--- src/rtl/ils_pkg.sv ---
package ils_pkg;
  parameter int ILS_LINES  = 8;
  parameter int ILS_GROUPS = 4;

  // clamp a requested scan length to the number of groups built
  function automatic int unsigned clamp_last(input int unsigned req, input int unsigned groups);
    return (req > groups - 1) ? groups - 1 : req;
  endfunction
endpackage

--- src/rtl/ils_seq.sv ---
module ils_seq #(
  parameter int GROUPS = 4,
  parameter int SELW   = 2
) (
  input  logic            clk,
  input  logic            rst,
  input  logic [SELW-1:0] mode_i,
  output logic [SELW-1:0] sel_o,
  output logic [SELW-1:0] act_o,
  output logic [SELW-1:0] cap_code_o,
  output logic            cap_vld_o
);
  import ils_pkg::*;

  logic [SELW-1:0] mode_lim;

  always_comb begin
    mode_lim = SELW'(clamp_last(int'(mode_i), GROUPS));
  end

  always_ff @(posedge clk) begin
    if (rst) begin
      sel_o      <= '0;
      act_o      <= mode_lim;
      cap_code_o <= '0;
      cap_vld_o  <= 1'b0;
    end else begin
      cap_code_o <= sel_o;
      cap_vld_o  <= 1'b1;
      if (sel_o == act_o) begin
        sel_o <= '0;
        act_o <= mode_lim;
      end else begin
        sel_o <= sel_o + 1'b1;
      end
    end
  end
endmodule

--- src/rtl/ils_slice.sv ---
module ils_slice #(
  parameter int LINES = 8,
  parameter int SELW  = 2,
  parameter int IDX   = 0
) (
  input  logic             clk,
  input  logic             rst,
  input  logic [SELW-1:0]  act_i,
  input  logic [SELW-1:0]  cap_code_i,
  input  logic             cap_vld_i,
  input  logic [LINES-1:0] lines_i,
  output logic [LINES-1:0] q_o
);
  localparam logic [SELW-1:0] MY_CODE = SELW'(IDX);

  always_ff @(posedge clk) begin
    if (rst || (act_i < MY_CODE)) begin
      q_o <= '0;
    end else if (cap_vld_i && (cap_code_i == MY_CODE)) begin
      q_o <= lines_i;
    end
  end
endmodule

--- src/rtl/irq_level_sync.sv ---
module irq_level_sync #(
  parameter int LINES  = ils_pkg::ILS_LINES,
  parameter int GROUPS = ils_pkg::ILS_GROUPS,
  localparam int SELW  = (GROUPS > 1) ? $clog2(GROUPS) : 1,
  localparam int PW    = LINES * GROUPS
) (
  input  logic             clk,
  input  logic             rst,
  input  logic [SELW-1:0]  mode_i,
  input  logic [LINES-1:0] irq_lines_i,
  output logic [SELW-1:0]  grp_sel_o,
  output logic [PW-1:0]    pending_o
);
  logic [SELW-1:0] act_mode;
  logic [SELW-1:0] cap_code;
  logic            cap_vld;

  ils_seq #(.GROUPS(GROUPS), .SELW(SELW)) u_seq (
    .clk        (clk),
    .rst        (rst),
    .mode_i     (mode_i),
    .sel_o      (grp_sel_o),
    .act_o      (act_mode),
    .cap_code_o (cap_code),
    .cap_vld_o  (cap_vld)
  );

  for (genvar g = 0; g < GROUPS; g++) begin : g_slice
    ils_slice #(.LINES(LINES), .SELW(SELW), .IDX(g)) u_slice (
      .clk        (clk),
      .rst        (rst),
      .act_i      (act_mode),
      .cap_code_i (cap_code),
      .cap_vld_i  (cap_vld),
      .lines_i    (irq_lines_i),
      .q_o        (pending_o[g*LINES +: LINES])
    );
  end
endmodule

--- config.mk ---
export PLATFORM = sky130hd
export DESIGN_NAME = irq_level_sync
export DESIGN_NICKNAME = d
export VERILOG_FILES = /design/src/rtl/ils_pkg.sv /design/src/rtl/ils_seq.sv /design/src/rtl/ils_slice.sv /design/src/rtl/irq_level_sync.sv
export SDC_FILE = /design/constraint.sdc
export NUM_CORES = 1
export LEC_CHECK = 0
export ABC_CLOCK_PERIOD_IN_PS = 1700
export BUFFER_PORTS_ARGS = -buffer_cell sky130_fd_sc_hd__buf_4
export CORE_MARGIN = 1
export CORE_UTILIZATION = 45
export CTS_CLUSTER_SIZE = 40
export DETAILED_ROUTE_END_ITERATION = 10
export PLACE_DENSITY = 0.82
export SKIP_LAST_GASP = 1
export SYNTH_ARGS = -nofsm -noshare
export SYNTH_HDL_FRONTEND = slang
export SYNTH_SLANG_ARGS = --single-unit
--- constraint.sdc ---
create_clock -name clk -period 1.7 [get_ports clk]
set_input_delay 0.34 -clock clk [delete_from_list [all_inputs] [get_ports clk]]
set_output_delay 0.34 -clock clk [all_outputs]
set_load 0.01 [all_outputs]
==> qor.txt <==
cell taking the most area after synthesis -> sky130_fd_sc_hd__dfxtp_1
reg2reg path depth -> 2
total count of max-transition violations in the final report -> 0
number of buffers inserted for hold repair after clock tree synthesis -> 0
startpoint type of the worst setup path -> flop
transition at the pin with the smallest max-transition slack -> 0.546 ns
number of placement rows -> 19
buffer count from post-CTS setup fixing -> 0
detailed-route via count -> 1205
number of antenna violations at the first check in global routing -> 0
detailed-placement wirelength estimate -> 2.10 mm
WHS -> 0.169 ns
Remaining Overflow, GRT -> 0
fraction of synthesized cell area taken by the top area cell type -> 53.2%
floorplan die area -> 3320 um^2
Post-synth EDFFs -> 2
initial core utilization -> 48.8%
most numerous cell in the Yosys netlist -> sky130_fd_sc_hd__nand2_1
crit path capture -> u_seq.act_o[0]$_DFFE_PP_
Final Skew -> 0.00851 ns
power density of the placed cells -> 1090 nW/um^2
placed insts -> 231
pin count of the biggest net entering global routing -> 12
Fin Setup TNS -> 0 ns
worst path arrival time -> 1.40 ns
Mapped Avg Cell Area -> 8.54 um^2
outcome -> finished, violations left
violated checks -> design-rule violations
worst setup path class -> reg -> reg
nets -> 219
Die W -> 57.6 um
insertion delay to the later sink of the worst-skew pair -> 0.34 ns
slack of the worst reg-to-reg path -> 0.29 ns
beginning of the worst register-to-register path -> u_seq.act_o[1]$_DFFE_PP_
# H-tree levels -> 2
required time at the endpoint of the critical path -> 1.70 ns
wire length of the first global-routing pass -> 4.86 mm
Layout Cells excl Fill -> 239
f_max -> 0.712 GHz
Final Wtd Congestion -> 0.761
post-synth cell types -> 20
leakage power summed over all cells -> 0.726 nW
Iteration-0 DRC Markers -> 48
Reg-to-Reg End -> u_seq.act_o[0]$_DFFE_PP_
WL/cell -> 12.7 um
worst setup path start -> u_seq.act_o[1]$_DFFE_PP_
largest fanout on the critical path -> 4
proportion of layout cells with a drive suffix above 1 -> 25.5%
minimum period implied by the final worst setup slack -> 1.41 ns
antenna violation net count after detailed routing -> 0
Setup crit end kind -> flop
relative slew slack -> 63.4%
TritonRoute pass-1 iters -> 6
# clock sinks -> 39
worst hold path type -> in -> reg
standard cell core area -> 2850 um^2
number of warning messages in the yosys log -> 0
max-cap violation count -> 0
number of instances resized during post-cts repair -> 0
Period Utilization, post-route -> 82.7%
buffer levels on the longest clock path -> 2
die height -> 57.6 um
number of storage elements in the synthesis netlist -> 39
sequential cell area fraction in the yosys report -> 57.5%
Synth top cells by count -> 65 x sky130_fd_sc_hd__nand2_1, 37 x sky130_fd_sc_hd__dfxtp_1, 32 x sky130_fd_sc_hd__a21oi_1
CTS Buf Count -> 5
# DRC -> 4
vias in the first global route -> 1057
instance count of the mapped netlist -> 163
clock-pin slew on the worst setup and hold paths -> 0.10 ns
Max VDD drop -> 0.000609 V
post-synthesis to final-layout area growth -> 28.3%
GRT Total Usage -> 20.0%
prevailing post-synth register cell -> sky130_fd_sc_hd__dfxtp_1
count of boundary I/O pins -> 46
final setup violation count -> 0
netlist area before placement -> 1390 um^2
CTS tree -> done
number of antenna repair diodes -> 0
count of endpoints failing hold in the final timing report -> 0
RSZ-0062 raised after global routing -> false
count of buffers from port buffering -> 45
wirelength, routed -> 3.03 mm
fraction of synthesis flops using an asynchronous set or reset pin -> 0%
Post-Syn Nets -> 175
root buffer cell -> sky130_fd_sc_hd__clkbuf_4
number of vias per cell -> 5.04
main area contributors after synthesis -> sky130_fd_sc_hd__dfxtp_1 53%, sky130_fd_sc_hd__nand2_1 18%, sky130_fd_sc_hd__a21oi_1 12%
## layer usage
metal / up-vias / global-route usage, % / share of wire [%]
met4: 0 / 8.36 / 2.2
li1: 618 / - / -
met1: 542 / 26.1 / 48
met3: 9 / 7.14 / 6.4
met2: 36 / 29.9 / 43
met5: - / 0 / 0
## cell usage in the layout, fill, tap and decap left out
cell type | netlist | final
sky130_fd_sc_hd__nor3b_4 | 1 | 1
sky130_fd_sc_hd__clkbuf_1 | 1 | 1
sky130_fd_sc_hd__o21ai_1 | 1 | 1
sky130_fd_sc_hd__dfxtp_1 | 37 | 37
sky130_fd_sc_hd__inv_1 | 1 | 1
sky130_fd_sc_hd__nor2_1 | 2 | 2
sky130_fd_sc_hd__or3b_1 | 1 | 1
sky130_fd_sc_hd__buf_4 | 0 | 45
sky130_fd_sc_hd__nor2b_1 | 2 | 2
sky130_fd_sc_hd__edfxtp_1 | 2 | 2
sky130_fd_sc_hd__clkbuf_8 | 0 | 2
sky130_fd_sc_hd__nand2_1 | 65 | 65
sky130_fd_sc_hd__xnor2_1 | 1 | 1
sky130_fd_sc_hd__clkbuf_4 | 0 | 5
sky130_fd_sc_hd__o21ai_0 | 1 | 1
sky130_fd_sc_hd__xor2_1 | 2 | 2
sky130_fd_sc_hd__nand3b_1 | 2 | 2
sky130_fd_sc_hd__a21oi_1 | 32 | 32
sky130_fd_sc_hd__and3b_1 | 2 | 2
sky130_fd_sc_hd__nand3_1 | 2 | 2
sky130_fd_sc_hd__and3_1 | 1 | 1
## metrics by stage
step	power (mW)	utilization (%)	instance area (um^2)	setup slack (ns)
5_1_grt	2.05	62.6	1790	0.207
4_1_cts	1.96	62.6	1790	0.278
3_3_place_gp	1.43	60.2	1720	0.381
3_5_place_dp	1.43	60.2	1720	0.331
2_1_floorplan	1.31	-	1390	0.445
6_report	1.94	62.6	1790	0.295
## critical path, cell delays in order, from the launching register on
cell and delay (ns):
sky130_fd_sc_hd__edfxtp_1 0.46, sky130_fd_sc_hd__xor2_1 0.18, sky130_fd_sc_hd__o21ai_0 0.41
## registers in the layout, summed over array words and instances, names as in the netlist
register             flops
u_seq.cap_vld_o          1
u_seq.act_o              2
g_slice.u_slice.q_o     32
u_seq.cap_code_o         2
u_seq.sel_o              2
## report_power, final
group,leakage (nW),switching [mW],internal [mW],total [mW]
combinational,0.367,0.179,0.157,0.336
sequential,0.321,0.0773,0.999,1.08
clock,0.0386,0.286,0.243,0.530
total,0.726,0.543,1.40,1.94
## cell families (layout without fill, tap and decap cells)
family,count (synthesis),after routing,share of synthesized area [%]
XOR/XNOR,3,3,1.89
flip-flops,39,39,57.5
AND/OR/NAND/NOR,78,78,24.4
AO/OA/AOI/OAI,34,34,12.2
buffers and inverters,9,54,3.95
## cell type report
type | count | area, um^2
Clock buffer | 8 | 68.8
Fill cell | 274 | 1070
Inverter | 1 | 3.75
Multi-Input combinational cell | 115 | 537
Sequential cell | 39 | 801
Tap cell | 31 | 38.8
Timing Repair Buffer | 45 | 338
## worst min path at each step
stage / slack (ns) / cells past startpoint / endpoint / startpoint
after global placement: 0.44 / 2 / g_slice[3].u_slice.q_o[6]$_SDFFE_PP0P_ / g_slice[3].u_slice.q_o[6]$_SDFFE_PP0P_
after CTS: 0.15 / 1 / u_seq.act_o[0]$_DFFE_PP_ / mode_i[0]
final: 0.17 / 1 / u_seq.act_o[0]$_DFFE_PP_ / mode_i[0]
after global routing: 0.14 / 1 / u_seq.act_o[1]$_DFFE_PP_ / mode_i[1]
after floorplan: 0.44 / 0 / u_seq.act_o[0]$_DFFE_PP_ / mode_i[0]
after detailed placement: 0.45 / 2 / g_slice[3].u_slice.q_o[6]$_SDFFE_PP0P_ / g_slice[3].u_slice.q_o[6]$_SDFFE_PP0P_
Power figures use the tool's default switching activity.
